===== src/rtl/irq_route_pkg.sv =====
package irq_route_pkg;

    localparam int unsigned SLOT_W     = 5;
    localparam int unsigned PIN_W      = 2;
    localparam int unsigned NUM_W      = 8;
    localparam int unsigned LINE_BASE  = 32;
    localparam int unsigned LINE_CNT   = 32;
    localparam int unsigned IDX_W      = $clog2(LINE_CNT);

    // routing table slot classes
    localparam int unsigned SHARED_SLOT    = 5;
    localparam int unsigned GFX_SLOT       = 6;
    localparam int unsigned GFX_OFS        = 4;
    localparam int unsigned NIC_SLOT       = 7;
    localparam int unsigned NIC_OFS        = 5;
    localparam int unsigned OPEN_FIRST     = 8;
    localparam int unsigned OPEN_LAST      = 12;
    localparam int unsigned OPEN_OFS       = 6;

    typedef logic [NUM_W-1:0] irq_num_t;

    typedef enum logic [2:0] {
        CLS_SHARED,
        CLS_GFX,
        CLS_NIC,
        CLS_OPEN,
        CLS_PASS
    } slot_class_e;

    typedef struct packed {
        irq_num_t           num;
        logic               hit;
        logic [IDX_W-1:0]   idx;
    } route_t;

    typedef struct packed {
        logic held;
        logic pulse;
    } drive_state_t;

    function automatic slot_class_e classify(input logic [SLOT_W-1:0] slot);
        slot_class_e c;
        if (slot == SLOT_W'(SHARED_SLOT))
            c = CLS_SHARED;
        else if (slot == SLOT_W'(GFX_SLOT))
            c = CLS_GFX;
        else if (slot == SLOT_W'(NIC_SLOT))
            c = CLS_NIC;
        else if (slot >= SLOT_W'(OPEN_FIRST) && slot <= SLOT_W'(OPEN_LAST))
            c = CLS_OPEN;
        else
            c = CLS_PASS;
        return c;
    endfunction

endpackage


===== src/rtl/irq_route_map.sv =====
module irq_route_map
    import irq_route_pkg::*;
#(
    parameter int unsigned BASE  = LINE_BASE,
    parameter int unsigned LINES = LINE_CNT
) (
    input  logic [SLOT_W-1:0] slot,
    input  logic [PIN_W-1:0]  pin,
    output route_t            route
);
    localparam irq_num_t BASE_N = irq_num_t'(BASE);
    localparam irq_num_t TOP_N  = irq_num_t'(BASE + LINES - 1);

    slot_class_e cls;
    irq_num_t    num;
    irq_num_t    rel;
    irq_num_t    pin_n;

    assign pin_n = irq_num_t'(pin);

    always_comb begin
        cls = classify(slot);
        unique case (cls)
            CLS_SHARED: num = BASE_N + pin_n;
            CLS_GFX:    num = BASE_N + irq_num_t'(GFX_OFS);
            CLS_NIC:    num = BASE_N + irq_num_t'(NIC_OFS);
            CLS_OPEN:   num = BASE_N + irq_num_t'(OPEN_OFS)
                              + (irq_num_t'(slot) - irq_num_t'(OPEN_FIRST)) + pin_n;
            default:    num = pin_n;
        endcase
    end

    assign rel       = num - BASE_N;
    assign route.num = num;
    assign route.hit = (num >= BASE_N) && (num <= TOP_N);
    assign route.idx = rel[IDX_W-1:0];

endmodule


===== src/rtl/irq_line_select.sv =====
module irq_line_select
    import irq_route_pkg::*;
#(
    parameter int unsigned LINES = LINE_CNT
) (
    input  route_t             route,
    input  logic [LINES-1:0]   edge_sel,
    input  logic [LINES-1:0]   pol_sel,
    output logic               edge_line,
    output logic               pol_line
);
    logic [LINES-1:0] onehot;

    for (genvar i = 0; i < LINES; i++) begin : g_dec
        assign onehot[i] = route.hit && (route.idx == IDX_W'(i));
    end

    assign edge_line = |(onehot & edge_sel);
    assign pol_line  = |(onehot & pol_sel);

endmodule


===== src/rtl/irq_out_drive.sv =====
module irq_out_drive
    import irq_route_pkg::*;
(
    input  logic     clk,
    input  logic     rst,
    input  logic     evt_valid,
    input  route_t   route,
    input  logic     edge_line,
    input  logic     pol_line,
    output irq_num_t num_q,
    output logic     held_q,
    output logic     cpu_irq
);
    drive_state_t st_q, st_d;
    irq_num_t     num_d;

    always_comb begin
        st_d       = st_q;
        st_d.pulse = 1'b0;
        num_d      = num_q;
        if (evt_valid) begin
            num_d = route.num;
            if (route.hit) begin
                if (edge_line)
                    st_d.pulse = 1'b1;
                else
                    st_d.held = pol_line;
            end
        end
    end

    always_ff @(posedge clk) begin
        if (rst) begin
            st_q  <= '0;
            num_q <= '0;
        end else begin
            st_q  <= st_d;
            num_q <= num_d;
        end
    end

    assign held_q  = st_q.held;
    assign cpu_irq = st_q.held | st_q.pulse;

endmodule


===== src/rtl/irq_line_router.sv =====
module irq_line_router
    import irq_route_pkg::*;
(
    input  logic                clk,
    input  logic                rst,
    input  logic                evt_valid,
    input  logic [SLOT_W-1:0]   evt_slot,
    input  logic [PIN_W-1:0]    evt_pin,
    input  logic                evt_level,
    input  logic [LINE_CNT-1:0] edge_sel,
    input  logic [LINE_CNT-1:0] pol_sel,
    output logic [NUM_W-1:0]    irq_num,
    output logic                cpu_irq
);
    route_t route_w;
    logic   edge_w;
    logic   pol_w;
    logic   held_w;
    logic   level_unused;

    assign level_unused = evt_level;

    irq_route_map #(
        .BASE  (LINE_BASE),
        .LINES (LINE_CNT)
    ) u_map (
        .slot  (evt_slot),
        .pin   (evt_pin),
        .route (route_w)
    );

    irq_line_select #(
        .LINES (LINE_CNT)
    ) u_sel (
        .route     (route_w),
        .edge_sel  (edge_sel),
        .pol_sel   (pol_sel),
        .edge_line (edge_w),
        .pol_line  (pol_w)
    );

    irq_out_drive u_drv (
        .clk       (clk),
        .rst       (rst),
        .evt_valid (evt_valid),
        .route     (route_w),
        .edge_line (edge_w),
        .pol_line  (pol_w),
        .num_q     (irq_num),
        .held_q    (held_w),
        .cpu_irq   (cpu_irq)
    );

endmodule


===== config.mk =====
export PLATFORM = sky130hd
export DESIGN_NAME = irq_line_router
export DESIGN_NICKNAME = d
export VERILOG_FILES = /design/src/rtl/irq_route_pkg.sv /design/src/rtl/irq_route_map.sv /design/src/rtl/irq_line_select.sv /design/src/rtl/irq_out_drive.sv /design/src/rtl/irq_line_router.sv
export SDC_FILE = /design/constraint.sdc
export NUM_CORES = 1
export LEC_CHECK = 0
export BUFFER_PORTS_ARGS = -buffer_cell sky130_fd_sc_hd__buf_2
export CORE_UTILIZATION = 46
export DETAILED_ROUTE_END_ITERATION = 16
export GPL_TIMING_DRIVEN = 0
export PLACE_DENSITY = 0.92
export REMOVE_ABC_BUFFERS = 1
export SKIP_LAST_GASP = 1
export SYNTH_ARGS = -nofsm -noshare
export SYNTH_HDL_FRONTEND = slang
export SYNTH_SLANG_ARGS = --single-unit

===== constraint.sdc =====
create_clock -name clk -period 3.6 [get_ports clk]
set_input_delay 0.36 -clock clk [delete_from_list [all_inputs] [get_ports clk]]
set_output_delay 0.36 -clock clk [all_outputs]
set_load 0.1 [all_outputs]

==> run metrics <==
HPWL reported at the end of detailed placement=4145 µm; via count=2311; ant diodes=0; synth unique cells=63; register area=180.2 µm²; gr ovfl total=0; top_reg_cell synth=dfxtp_1; Layout fillers=326; Initial DRC Count=328; Mapped Cells=233; commonest non-fill, non-tap cell in the layout=buf_2; Clk Latency, worst-skew pair=0.27 ns; first-pass GRT wire length=8466 µm; Slew Viols, Final=0; WL per Instance=16.04 µm; crit path launch type=input port; CTS Buf Count=3; die height=61.56 µm; Die Area=3789 µm²; Die X=61.56 µm; Async SR Flop Fraction=0%; Max IR drop VDD=0.1326 mV; Detail Route Antenna Nets=0; total power=0.0005411 W; port bufs=81; CTS Sinks=9; starting density of the core=48.51%; CTS tree=yes; fin area=2171 µm²; worst min-delay path category=in -> reg; mapped cell area=1632 µm²; Max Cap Viol=0; critical path class=in -> reg; peak fanout along the critical path=8; Leak=0.9868 nW; Cell Area, Placed=2029 µm²; Worst-path clk slew=0.06 ns; drt total wl=5677 µm; DRC=0; Clock Path Buffers=2; footprint of the multi-input gates=1434 µm²; Synth Area per Inst=7.002 µm²; pin count of the biggest net entering global routing=19; period utilization=97.32%; share of layout cells above drive strength 1=35.06%; Yosys reg bits=9; PwrDens=249.2 nW/µm²; Final nets=395; initial antenna violation count=0; Final Hold Viols=0; # rows=21; vias in the first global route=1894; All-Layer GR Usage=29.51%; Placer Congestion=0.8966; clock period minus final worst setup slack=3.503 ns; crit end category=flop; most frequent cells in the layout=buf_2, nand3_1, nand2_1; Seq/Total Area, Yosys=11.04%; area grow syn2layout=33.05%; First-pass DRT Iterations=8; Worst Path Required=3.79 ns; WP data arrival=3.69 ns; Hold Buf Count CTS=0; Yosys Warn Count=0; final setup vio count=0; Fin Clk Skew=0 ns; H-Tree Level Count=1; relative slew slack=54.25%; number of flops mapped to enable cells by yosys=0; root buffer cell=clkbuf_4; outcome=complete, no violations; core area=3363 µm²; via/cell ratio=6.528; IO Pins=84; Worst Tran Pin Value=0.6817 ns; max frequency=285.4 MHz
[critical path, stage by stage]
cell	delay, ns
buf_2	0.15
inv_1	0.06
ha_1	0.26
inv_1	0.04
ha_1	0.23
fa_2	0.64
nand2_1	0.20
o21ai_4	0.31
mux2_2	0.36
o2111ai_1	0.18
a21oi_1	0.13
nor4_4	0.32
a41oi_1	0.17
a311oi_2	0.26
[per-layer routing]
layer	up-vias	global-route usage (%)	part of all wire (%)
met5	-	0	0
met4	0	12.38	4.0
met3	37	4.202	12
met2	208	47.31	45
met1	1012	39.42	38
li1	1054	-	-
[through the flow]
step           std cells  hold slack, ns  setup WS [ns]  setup TNS [ns]  util [%]
2_1_floorplan        219          0.4291       -0.01020        -0.01020         -
3_3_place_gp         346          0.4551        -0.6171          -1.146     60.34
3_5_place_dp         346          0.4595        -0.8248          -1.522     60.34
4_1_cts              353          0.3623        0.01440               0     62.43
5_1_grt              354          0.3840       -0.02058        -0.02058     64.55
6_report             354          0.3736        0.09664               0     64.55
[cells by family (layout without fill, tap and decap cells)]
group                      count (synthesis)  after routing  synth area share, %
and+or+nand+nor                          105            105                35.74
DFF                                        9              9                11.04
AOI/OAI and AO/OA                         77             77                34.05
adders and majority gates                 11             11                8.896
buffers and inverters                     24             99                6.288
other                                      1              1               0.2298
xor gates and xnor gates                   1              1               0.5369
muxes                                      5              5                3.221
[synth_stat cells, types with 3 or more instances]
cell | number | area [µm²]
nand3_1 | 20 | 100.1
nand2_1 | 16 | 60.06
nor2_1 | 16 | 60.06
a21oi_1 | 14 | 70.07
o21ai_0 | 12 | 60.06
ha_1 | 10 | 125.1
inv_1 | 10 | 37.54
and3_1 | 9 | 56.30
dfxtp_1 | 9 | 180.2
nand4_1 | 8 | 50.05
clkbuf_1 | 7 | 26.28
a211oi_1 | 5 | 37.54
a31oi_1 | 5 | 31.28
nor3_1 | 5 | 25.02
a221oi_1 | 4 | 35.03
buf_2 | 4 | 20.02
nand2b_1 | 4 | 25.02
nor3b_1 | 4 | 30.03
mux2i_1 | 3 | 30.03
nand3b_1 | 3 | 22.52
o21a_1 | 3 | 22.52
or2_2 | 3 | 18.77
or3_1 | 3 | 18.77
[final cells by class]
class	instances	area share (%)
multi-input combinational	200	66.05
inverter	10	1.729
clock buffer	4	1.210
timing repair buffer	85	20.06
sequential	9	8.300
tap	46	2.651
[power breakdown]
group / internal [W] / switching [W]
Combinational: 0.000127 / 0.000227
Clock: 0.0000428 / 0.0000365
Sequential: 0.000105 / 0.00000266
[state kept, by name, indices dropped and copies added, names as in the netlist]
| name | flops |
|---|---|
| u_drv.st_q | 1 |
| u_drv.num_q | 7 |
| u_drv.held_q | 1 |
[worst paths after layout]
| check | start | to | slack (ns) | cells past startpoint |
|---|---|---|---|---|
| max reg2reg | u_drv.held_q | u_drv.held_q | 2.87 | 2 |
| min | rst | u_drv.held_q | 0.37 | 2 |
| min reg2reg | u_drv.num_q[4] | u_drv.num_q[4] | 0.48 | 2 |
| max | evt_slot[1] | u_drv.held_q | 0.1 | 14 |
[timing repair]
item                       in CTS  in global routing
resized for setup               3                 13
setup endpoints to repair       2                  2
buffers inserted                3                  1
pin swaps                       1                  4
Power figures use the tool's default switching activity.
